--- src/rtl/ballast_pkg.sv ---
package ballast_pkg;

    typedef enum logic [1:0] {
        MODE_LOCK  = 2'd0,
        MODE_SWEEP = 2'd1,
        MODE_RUN   = 2'd2,
        MODE_FAULT = 2'd3
    } bmode_t;

endpackage

--- src/rtl/sweep_tick.sv ---
module sweep_tick #(
    parameter int TICK_DIV = 4
) (
    input  logic clk,
    input  logic rst_n,
    output logic tick_o
);

    generate
        if (TICK_DIV <= 1) begin : g_every
            assign tick_o = 1'b1;
        end else begin : g_div
            localparam int CW = $clog2(TICK_DIV);
            localparam logic [CW-1:0] LAST = CW'(TICK_DIV - 1);
            logic [CW-1:0] cnt_q;

            always_ff @(posedge clk or negedge rst_n) begin
                if (!rst_n)             cnt_q <= '0;
                else if (cnt_q == LAST) cnt_q <= '0;
                else                    cnt_q <= cnt_q + 1'b1;
            end

            assign tick_o = (cnt_q == LAST);

            AST_TICK_RANGE: assert property (@(posedge clk) disable iff (!rst_n)
                cnt_q <= LAST);
            AST_TICK_SPACING: assert property (@(posedge clk) disable iff (!rst_n)
                tick_o |=> !tick_o);
        end
    endgenerate

endmodule

--- src/rtl/ctrl_word_ramp.sv ---
module ctrl_word_ramp
    import ballast_pkg::*;
#(
    parameter int                WORD_W     = 16,
    parameter logic [WORD_W-1:0] WORD_MAX   = 16'd60000,
    parameter logic [WORD_W-1:0] QS_LEVEL   = 16'd8500,
    parameter logic [WORD_W-1:0] QS_STEP    = 16'd500,
    parameter logic [WORD_W-1:0] SWEEP_STEP = 16'd100,
    parameter logic [WORD_W-1:0] NZVS_STEP  = 16'd800
) (
    input  logic              clk,
    input  logic              rst_n,
    input  logic              tick_i,
    input  bmode_t            mode_i,
    input  logic              lo_strobe_i,
    input  logic              nzvs_i,
    output logic [WORD_W-1:0] word_o
);

    logic [WORD_W-1:0] word_q, word_d;
    logic [WORD_W-1:0] up_step;
    logic [WORD_W:0]   up_sum;
    logic [WORD_W-1:0] up_sat;
    logic [WORD_W-1:0] down_val;
    logic              nzvs_hit;

    assign nzvs_hit = lo_strobe_i && nzvs_i;

    always_comb begin
        if (mode_i == MODE_SWEEP && word_q < QS_LEVEL) up_step = QS_STEP;
        else                                          up_step = SWEEP_STEP;
        up_sum   = {1'b0, word_q} + {1'b0, up_step};
        up_sat   = (up_sum > {1'b0, WORD_MAX}) ? WORD_MAX : up_sum[WORD_W-1:0];
        down_val = (word_q >= NZVS_STEP) ? (word_q - NZVS_STEP) : '0;
    end

    always_comb begin
        word_d = word_q;
        unique case (mode_i)
            MODE_LOCK, MODE_FAULT: word_d = '0;
            MODE_SWEEP: if (tick_i) word_d = up_sat;
            MODE_RUN: begin
                if (nzvs_hit)    word_d = down_val;
                else if (tick_i) word_d = up_sat;
            end
            default: word_d = '0;
        endcase
    end

    always_ff @(posedge clk or negedge rst_n) begin
        if (!rst_n) word_q <= '0;
        else        word_q <= word_d;
    end

    assign word_o = word_q;

    AST_NO_OVERFLOW: assert property (@(posedge clk) disable iff (!rst_n)
        word_q <= WORD_MAX);
    AST_QS_STEP: assert property (@(posedge clk) disable iff (!rst_n)
        (mode_i == MODE_SWEEP && tick_i && word_q < QS_LEVEL && word_q <= WORD_MAX - QS_STEP)
        |=> word_q == $past(word_q) + QS_STEP);
    AST_SWEEP_RISES: assert property (@(posedge clk) disable iff (!rst_n)
        (mode_i == MODE_SWEEP && $past(mode_i) == MODE_SWEEP) |-> word_q >= $past(word_q));
    AST_NZVS_STEP: assert property (@(posedge clk) disable iff (!rst_n)
        (mode_i == MODE_RUN && lo_strobe_i && nzvs_i && word_q >= NZVS_STEP)
        |=> word_q == $past(word_q) - NZVS_STEP);
    AST_LOCK_ZERO: assert property (@(posedge clk) disable iff (!rst_n)
        (mode_i == MODE_LOCK && $past(mode_i) == MODE_LOCK) |-> word_q == '0);
    AST_FAULT_ZERO: assert property (@(posedge clk) disable iff (!rst_n)
        (mode_i == MODE_FAULT && $past(mode_i) == MODE_FAULT) |-> word_q == '0);

endmodule

--- src/rtl/ballast_mode_fsm.sv ---
module ballast_mode_fsm
    import ballast_pkg::*;
#(
    parameter int                WORD_W      = 16,
    parameter logic [WORD_W-1:0] RUN_LEVEL   = 16'd48000,
    parameter logic [WORD_W-1:0] FLOOR_LEVEL = 16'd8200
) (
    input  logic              clk,
    input  logic              rst_n,
    input  logic              supply_hi_i,
    input  logic              supply_lo_i,
    input  logic              crest_i,
    input  logic [WORD_W-1:0] word_i,
    output bmode_t            mode_o,
    output logic              gate_en_o,
    output logic              zvs_en_o,
    output logic              crest_en_o
);

    bmode_t state_q, state_d;

    always_comb begin
        state_d = state_q;
        if (supply_lo_i) begin
            state_d = MODE_LOCK;
        end else begin
            unique case (state_q)
                MODE_LOCK:  if (supply_hi_i)          state_d = MODE_SWEEP;
                MODE_SWEEP: if (word_i > RUN_LEVEL)   state_d = MODE_RUN;
                MODE_RUN:   if (word_i < FLOOR_LEVEL || crest_i) state_d = MODE_FAULT;
                MODE_FAULT: state_d = MODE_FAULT;
                default:    state_d = MODE_LOCK;
            endcase
        end
    end

    always_ff @(posedge clk or negedge rst_n) begin
        if (!rst_n) state_q <= MODE_LOCK;
        else        state_q <= state_d;
    end

    always_comb begin
        gate_en_o  = 1'b0;
        zvs_en_o   = 1'b0;
        crest_en_o = 1'b0;
        unique case (state_q)
            MODE_LOCK, MODE_FAULT: ;
            MODE_SWEEP: gate_en_o = 1'b1;
            MODE_RUN: begin
                gate_en_o  = 1'b1;
                zvs_en_o   = 1'b1;
                crest_en_o = 1'b1;
            end
            default: ;
        endcase
    end

    assign mode_o = state_q;

    AST_BROWNOUT: assert property (@(posedge clk) disable iff (!rst_n)
        supply_lo_i |=> state_q == MODE_LOCK);
    AST_LOCK_HOLD: assert property (@(posedge clk) disable iff (!rst_n)
        (state_q == MODE_LOCK && !supply_hi_i) |=> state_q == MODE_LOCK);
    AST_FAULT_STICKY: assert property (@(posedge clk) disable iff (!rst_n)
        (state_q == MODE_FAULT && !supply_lo_i) |=> state_q == MODE_FAULT);
    AST_IGNITE: assert property (@(posedge clk) disable iff (!rst_n)
        (state_q == MODE_SWEEP && !supply_lo_i && word_i > RUN_LEVEL) |=> state_q == MODE_RUN);
    AST_CREST_TRIP: assert property (@(posedge clk) disable iff (!rst_n)
        (state_q == MODE_RUN && !supply_lo_i && crest_i) |=> state_q == MODE_FAULT);

endmodule

--- src/rtl/ballast_sweep_ctrl.sv ---
module ballast_sweep_ctrl
    import ballast_pkg::*;
#(
    parameter int                WORD_W      = 16,
    parameter int                TICK_DIV    = 4,
    parameter logic [WORD_W-1:0] WORD_MAX    = 16'd60000,
    parameter logic [WORD_W-1:0] QS_LEVEL    = 16'd8500,
    parameter logic [WORD_W-1:0] RUN_LEVEL   = 16'd48000,
    parameter logic [WORD_W-1:0] FLOOR_LEVEL = 16'd8200,
    parameter logic [WORD_W-1:0] QS_STEP     = 16'd500,
    parameter logic [WORD_W-1:0] SWEEP_STEP  = 16'd100,
    parameter logic [WORD_W-1:0] NZVS_STEP   = 16'd800
) (
    input  logic              clk,
    input  logic              rst_n,
    input  logic              supply_above_hi,
    input  logic              supply_below_lo,
    input  logic              lo_turn_on,
    input  logic              nzvs_flag,
    input  logic              crest_fault,
    output logic [WORD_W-1:0] ctrl_word,
    output logic [1:0]        mode,
    output logic              gate_en,
    output logic              zvs_en,
    output logic              crest_en
);

    logic   tick;
    bmode_t cur_mode;

    sweep_tick #(.TICK_DIV(TICK_DIV)) u_tick (
        .clk    (clk),
        .rst_n  (rst_n),
        .tick_o (tick)
    );

    ctrl_word_ramp #(
        .WORD_W     (WORD_W),
        .WORD_MAX   (WORD_MAX),
        .QS_LEVEL   (QS_LEVEL),
        .QS_STEP    (QS_STEP),
        .SWEEP_STEP (SWEEP_STEP),
        .NZVS_STEP  (NZVS_STEP)
    ) u_ramp (
        .clk         (clk),
        .rst_n       (rst_n),
        .tick_i      (tick),
        .mode_i      (cur_mode),
        .lo_strobe_i (lo_turn_on),
        .nzvs_i      (nzvs_flag),
        .word_o      (ctrl_word)
    );

    ballast_mode_fsm #(
        .WORD_W      (WORD_W),
        .RUN_LEVEL   (RUN_LEVEL),
        .FLOOR_LEVEL (FLOOR_LEVEL)
    ) u_fsm (
        .clk         (clk),
        .rst_n       (rst_n),
        .supply_hi_i (supply_above_hi),
        .supply_lo_i (supply_below_lo),
        .crest_i     (crest_fault),
        .word_i      (ctrl_word),
        .mode_o      (cur_mode),
        .gate_en_o   (gate_en),
        .zvs_en_o    (zvs_en),
        .crest_en_o  (crest_en)
    );

    assign mode = cur_mode;

    AST_PROT_NEEDS_GATE: assert property (@(posedge clk) disable iff (!rst_n)
        (zvs_en || crest_en) |-> gate_en);
    AST_FAULT_GATES_OFF: assert property (@(posedge clk) disable iff (!rst_n)
        $rose(mode == 2'd3) |-> !gate_en && !zvs_en);

endmodule

--- config.mk ---
export PLATFORM = sky130hd
export DESIGN_NAME = ballast_sweep_ctrl
export DESIGN_NICKNAME = d
export VERILOG_FILES = /design/src/rtl/ballast_pkg.sv /design/src/rtl/sweep_tick.sv /design/src/rtl/ctrl_word_ramp.sv /design/src/rtl/ballast_mode_fsm.sv /design/src/rtl/ballast_sweep_ctrl.sv
export SDC_FILE = /design/constraint.sdc
export NUM_CORES = 1
export LEC_CHECK = 0
export CAP_MARGIN = 20
export CORE_ASPECT_RATIO = 0.7
export CORE_MARGIN = 2
export CORE_UTILIZATION = 60
export DETAILED_ROUTE_END_ITERATION = 12
export PLACE_DENSITY = 0.86
export RECOVER_POWER = 100
export SYNTH_ARGS = -nofsm -noshare
export SYNTH_HDL_FRONTEND = slang
export SYNTH_HIERARCHICAL = 1
export SYNTH_SLANG_ARGS = --single-unit
--- constraint.sdc ---
create_clock -name clk -period 6.7 [get_ports clk]
set_input_delay 1.675 -clock clk [delete_from_list [all_inputs] [get_ports clk]]
set_output_delay 1.675 -clock clk [all_outputs]
set_load 0.01 [all_outputs]
==> flow_metrics.py, run 1 <==
metrics = {
    "place": {
        "place_hpwl_um": 4120,
        "pre_cts_ws_ns": 2.69,
        "port_buffers": 27,
        "globalplace.congestion": 0.984,
    },
    "power": {
        "clkPwrFrac": 0.131,
        "p_per_area_nw_per_um2": 248,
        "switching_share": 0.456,
        "leakage_nw": 0.998,
        "vdd_drop_max_v": 0.000167,
        "comb_power_share": 0.594,
        "p_int_w": 0.000312,
        "p_switching_w": 0.000261,
        "sequentialPowerShare": 0.276,
    },
    "grt": {
        "grtUsageMet3": 0.0648,
        "grt_pass1_wl_um": 9020,
        "busiest_layer": "met1",
        "grt_use_met1": 0.462,
        "grt_max_degree": 21,
        "antenna_found_initial": 0,
        "grtUsageMet2": 0.445,
        "first_global_vias": 1776,
        "grt.total_usage": 0.307,
        "overflow": 0,
    },
    "job": {
        "cap_violations": 1,
    },
    "floorplan": {
        "initial_core_util": 0.640,
        "die-area_um2": 3920,
        "io_pins": 28,
        "num_rows": 17,
        "dieHeight_um": 53.0,
        "core_area_um2": 3210,
        "chipWidth_um": 74.0,
    },
    "status": {
        "violations": "max-capacitance violations, max-slew violations",
        "outcome": "finished, violations left",
    },
    "layout": {
        "multi_input_area_um2": 1380,
        "diodes": 0,
        "final_nets": 283,
        "seq_area_um2": 500,
        "drive_above_1_share": 0.0698,
        "areaGrowthSynthToFinish_pct": 12.5,
        "fillers": 251,
    },
    "clock_network": {
        "cts_hold_buf": 0,
        "cts_made_buffers": 3,
        "postCtsSetupBuffers": 0,
        "clockBufferDepth": 2,
        "cts_resized": 0,
        "clk_latency_ns": 0.25,
        "numClockSinks": 20,
        "cts_max_level": 1,
        "cts_tree": "built",
        "cts.reportedPaths.clkPinSlew_ns": 0.07,
        "clock-root-buffer": "clkbuf_8",
    },
    "timing": {
        "relSlewSlack": -0.207,
        "hold_viol": 0,
        "fin_setup_tns_ns": 0,
        "fin_skew_ns": 0.00266,
        "worst_slew_pin_slew_ns": 1.76,
        "rsz0062_at_grt": "false",
        "slew_violations": 8,
        "fin_crit_sh": 0.781,
        "min_period_ns": 5.23,
        "max_freq_ghz": 0.191,
        "layout_setup_ws_ns": 1.47,
        "setup_viol": 0,
    },
    "worst_setup_path": {
        "slowest_delay_ns": 1.47,
        "crit_path_cell_trace": "or3_1 > a211o_1 > a21oi_1 > ha_1 > nor3b_1 > a2111oi_0 > o21ai_0 > o211ai_1 > o2111ai_4 > nand2_1 > nor2_2 > a221o_1",
        "crit_path_max_fanout": 12,
        "critPathArrivalTime_ns": 5.37,
        "worst_setup_path_end_kind": "flop",
        "cp_slowest_cell": "a2111oi_0",
        "cp-start-kind": "flop",
        "cp.required_ns": 6.84,
        "path_class": "flop to flop",
    },
    "synthesis": {
        "synth.avg_cell_area_um2": 8.54,
        "synth_most_common_cell": "nand2_1",
        "synth_top_area_share": 0.243,
        "syn_inst": 241,
        "synth_edf_count": 0,
        "synthTopCellsByArea": "dfrtp_1 (24%), ha_1 (9.7%), nand2_1 (4.0%), o22ai_1 (3.3%), nor2_1 (3.1%)",
        "yosys_warnings": 6,
        "ys.flop_type": "dfrtp_1",
        "ys_async_sr_fraction": 1.00,
        "synth_top_cell_by_area": "dfrtp_1",
        "synth_nets": 264,
        "synth_cell_types": 67,
        "yosysSeqAreaShare": 0.243,
        "synthesis.area_um2": 2060,
        "synthTopCellsByCount": "nand2_1 (22), dfrtp_1 (20), nor2_1 (17)",
        "ys_ff_latch": 20,
    },
    "drt": {
        "first_pass_iters": 5,
        "drc": 0,
        "drtAntennaViolNets": 0,
        "drt-initial-drc-count": 315,
        "wirelength_um": 5630,
        "dr_total_vias": 2080,
        "vias_per_cell": 6.82,
        "wire_per_inst_um": 18.4,
    },
    "hold_path": {
        "worstHoldPathType": "flop to flop",
    },
}
==> layout make-up <==
class,count,share of cell area
Clock buffer,3,0.0178
Inverter,16,0.0259
Multi-Input combinational cell,192,0.598
Sequential cell,20,0.216
Tap cell,47,0.0254
Timing Repair Buffer,27,0.117
==> routing by layer <==
metal	up-vias	wire length, µm
li1	954	-
met1	975	2540
met2	133	2350
met3	18	611
met4	0	123
met5	-	0
==> sequential cells by signal, indices dropped and copies added (netlist names) <==
signal and count:
u_fsm/mode_o 2, u_ramp/word_o 16, u_tick/g_div.cnt_q 2
==> worst max-delay path: cells and delay by family (launching register included) <==
kind / cells / cell delay, ns
AO/OA/AOI/OAI: 7 / 3.35
adder cells (fa/ha/maj): 1 / 0.36
AND/OR/NAND/NOR: 4 / 0.87
flip-flops: 1 / 0.53
==> through the flow <==
stage	area, µm²	util	hold slack, ns	instances	power, W
2_1_floorplan	2060	-	0.403	241	0.000410
3_3_place_gp	2320	0.723	0.415	302	0.000508
3_5_place_dp	2320	0.723	0.429	302	0.000511
4_1_cts	2360	0.736	0.438	305	0.000590
5_1_grt	2310	0.721	0.449	305	0.000614
6_report	2310	0.721	0.432	305	0.000574
==> cell families (layout without fill, tap and decap cells) <==
logic type      after synthesis  after routing  share of synthesized area
simple gates                 94             94                      0.255
compound gates               72             72                      0.297
buf+inv                      29             46                     0.0602
flops                        20             20                      0.243
fa+ha+maj                    16             16                     0.0973
xor+xnor                      9              9                     0.0420
mux                           1              1                    0.00487
==> path summary, 6_finish.rpt <==
check / slack, ns / from / cells past startpoint / to
setup / recovery: 1.47 / u_ramp/word_o[11] / 12 / u_ramp/word_o[8]
hold / removal: 0.43 / u_tick/g_div.cnt_q[0] / 1 / u_tick/g_div.cnt_q[0]
setup reg to reg: 1.47 / u_ramp/word_o[11] / 12 / u_ramp/word_o[8]
hold reg to reg: 0.43 / u_tick/g_div.cnt_q[0] / 1 / u_tick/g_div.cnt_q[0]
max in group asynchronous: 4.19 / rst_n / 1 / u_ramp/word_o[6]
min in group asynchronous: 1.98 / rst_n / 1 / u_ramp/word_o[9]
==> power by group through the flow <==
stage	registers [W]	clock network, W	logic [W]
floorplan	0.000157	0	0.000253
global placement	0.000160	0	0.000347
detailed placement	0.000161	0	0.000350
CTS	0.000158	0.0000781	0.000353
global route	0.000160	0.0000838	0.000370
finish	0.000158	0.0000751	0.000341
==> layout by cell type (no fill, tap or decap), types with 3 or more instances in the layout <==
| cell type | n |
|---|---|
| nand4_1 | 9 |
| nand2_1 | 23 |
| nor4_1 | 3 |
| a31oi_1 | 5 |
| o21ai_0 | 11 |
| dfrtp_1 | 20 |
| clkbuf_8 | 3 |
| xnor2_1 | 7 |
| clkdlybuf4s50_1 | 4 |
| dlygate4sd3_1 | 23 |
| o22ai_1 | 11 |
| inv_1 | 16 |
| nor2_1 | 17 |
| nand3_1 | 7 |
| a21oi_1 | 8 |
| o211ai_1 | 3 |
| ha_1 | 16 |
| nor3_1 | 8 |
| and3_1 | 5 |
No activity file was read; power rests on OpenSTA's default activity.
==> run 2: changes to the inputs <==
--- a/config.mk
+++ b/config.mk
@@ -8,9 +8,9 @@
 export CAP_MARGIN = 20
 export CORE_ASPECT_RATIO = 0.7
 export CORE_MARGIN = 2
-export CORE_UTILIZATION = 60
+export CORE_UTILIZATION = 50
 export DETAILED_ROUTE_END_ITERATION = 12
-export PLACE_DENSITY = 0.86
+export PLACE_DENSITY = 0.77
 export RECOVER_POWER = 100
 export SYNTH_ARGS = -nofsm -noshare
 export SYNTH_HDL_FRONTEND = slang
==> constraint.sdc (replaced) <==
create_clock -name clk -period 4.6 [get_ports clk]
set_input_delay 1.15 -clock clk [delete_from_list [all_inputs] [get_ports clk]]
set_output_delay 1.15 -clock clk [all_outputs]
set_load 0.01 [all_outputs]
==> run 2 against run 1 <==
Against the previous run:
- largest cell class unchanged
- design area up 3.5%
- routed wire length up 3.6%
- critical endpoint unchanged
- worst hold slack worse by 0.0082 ns
- clock-buffer cell count up 1
- final cell count up 3.3%
- sequential cell count unchanged
- die area up 19%
- power up 54%
- the flow now finishes without violations
==> flow_metrics.py, run 2 (same netlist as run 1, synthesis figures left out) <==
metrics = {
    "worst_setup_path": {
        "worst_setup_path_end_kind": "flop",
        "critPathArrivalTime_ns": 4.31,
        "cp.required_ns": 4.74,
        "crit_path_start": "u_ramp/word_o[11]",
        "crit_path_max_fanout": 12,
        "r2r_setup_slack_ns": 0.44,
        "cp-start-kind": "flop",
        "r2r-start": "u_ramp/word_o[11]",
        "path_class": "flop to flop",
    },
    "timing": {
        "max_freq_ghz": 0.240,
        "worst_slew_pin_slew_ns": 0.968,
        "rsz0062_at_grt": "false",
        "setup_viol": 0,
        "hold_viol": 0,
        "relSlewSlack": 0.352,
        "min_period_ns": 4.16,
        "fin_crit_sh": 0.905,
        "fin_skew_ns": 0.00209,
        "slew_violations": 0,
        "fin_setup_tns_ns": 0,
    },
    "place": {
        "numPlacedInstances": 311,
        "port_buffers": 27,
        "globalplace.congestion": 0.976,
        "place_hpwl_um": 4280,
    },
    "layout": {
        "fillers": 363,
        "multi_input_area_um2": 1420,
        "areaGrowthSynthToFinish_pct": 16.5,
        "finalNonFillerCells": 315,
        "diodes": 0,
        "largest_reg_flops": 16,
        "final_cell_mix": "nand2_1 (23), dlygate4sd3_1 (21), dfrtp_1 (20), nor2_1 (18)",
        "drive_above_1_share": 0.0913,
        "final_nets": 287,
        "layout_commonest_cell": "nand2_1",
        "final_util": 0.607,
        "seq_area_um2": 500,
    },
    "drt": {
        "drtAntennaViolNets": 0,
        "vias_per_cell": 6.59,
        "drc": 0,
        "wire_per_inst_um": 18.5,
        "first_pass_iters": 5,
        "dr_total_vias": 2076,
        "wirelength_um": 5830,
        "drt-initial-drc-count": 228,
    },
    "clock_network": {
        "cts_tree": "built",
        "clockBufferDepth": 2,
        "postCtsSetupBuffers": 0,
        "cts_made_buffers": 3,
        "clock-root-buffer": "clkbuf_8",
        "cts_resized": 0,
        "cts_hold_buf": 0,
        "cts.reportedPaths.clkPinSlew_ns": 0.07,
        "cts_max_level": 1,
        "numClockSinks": 20,
        "clk_latency_ns": 0.26,
    },
    "job": {
        "cap_violations": 0,
    },
    "floorplan": {
        "chipWidth_um": 80.7,
        "die-area_um2": 4650,
        "num_rows": 19,
        "dieHeight_um": 57.7,
        "io_pins": 28,
        "core_area_um2": 3950,
        "initial_core_util": 0.521,
    },
    "power": {
        "p_per_area_nw_per_um2": 370,
        "total_power_w": 0.000887,
        "vdd_drop_max_v": 0.000195,
        "leakage_nw": 1.02,
    },
    "grt": {
        "grt_max_degree": 21,
        "antenna_found_initial": 0,
        "overflow": 0,
        "grt.total_usage": 0.257,
        "first_global_vias": 1822,
        "grt_pass1_wl_um": 9160,
    },
    "hold_path": {
        "hold_start": "u_tick/g_div.cnt_q[0]",
        "worstHoldPathType": "flop to flop",
    },
    "status": {
        "outcome": "complete, no violations",
    },
}
==> run 2: cell count changes in the layout (fill, tap and decap cells not counted), sizes merged <==
cell	before	now
clkbuf	3	6
buf	0	2
clkdlybuf4s50	4	6
dlygate4sd3	23	21
==> run 2: layer usage <==
layer	GRT usage	routed length, µm	up-vias
met5	0	0	-
met4	0.0412	58	0
met3	0.0748	648	10
met2	0.361	2470	112
met1	0.399	2650	993
li1	-	-	961
==> run 2: cell type report <==
class	instances	share of cell area
Timing Repair Buffer	31	0.122
Sequential cell	20	0.209
Multi-Input combinational cell	192	0.594
Inverter	16	0.0251
Clock buffer	4	0.0230
Tap cell	52	0.0272
==> run 2: report_power, final <==
group	total, W	switching [W]	leakage (nW)	internal [W]
logic	0.000532	0.000317	0.716	0.000214
clock network	0.000133	0.0000570	0.0288	0.0000761
registers	0.000222	0.0000310	0.272	0.000191
==> run 2: final timing paths <==
path,to,depth (start not counted)
max,u_ramp/word_o[8],12
min,u_tick/g_div.cnt_q[0],1
max reg2reg,u_ramp/word_o[8],12
max in group asynchronous,u_ramp/word_o[15],1
min reg2reg,u_tick/g_div.cnt_q[0],1
min in group asynchronous,u_ramp/word_o[8],1
==> run 2: per-stage QoR <==
stage               hold slack, ns  setup slack (ns)  cell area, µm²
global placement             0.418             0.703            2360
detailed placement           0.417             0.655            2360
global route                 0.445             0.257            2400
floorplan                    0.403             0.865            2060
CTS                          0.428             0.623            2410
finish                       0.424             0.436            2400
==> run 2: critical path, cell delays in order (launching register included) <==
cell	delay, ns
dfrtp_1	0.53
or3_1	0.45
a211o_1	0.28
a21oi_1	0.25
ha_1	0.38
a211oi_4	0.41
a221oi_2	0.19
o311a_4	0.39
o211ai_4	0.26
o2111ai_4	0.23
nand2_1	0.25
nor2_1	0.11
a221o_1	0.33
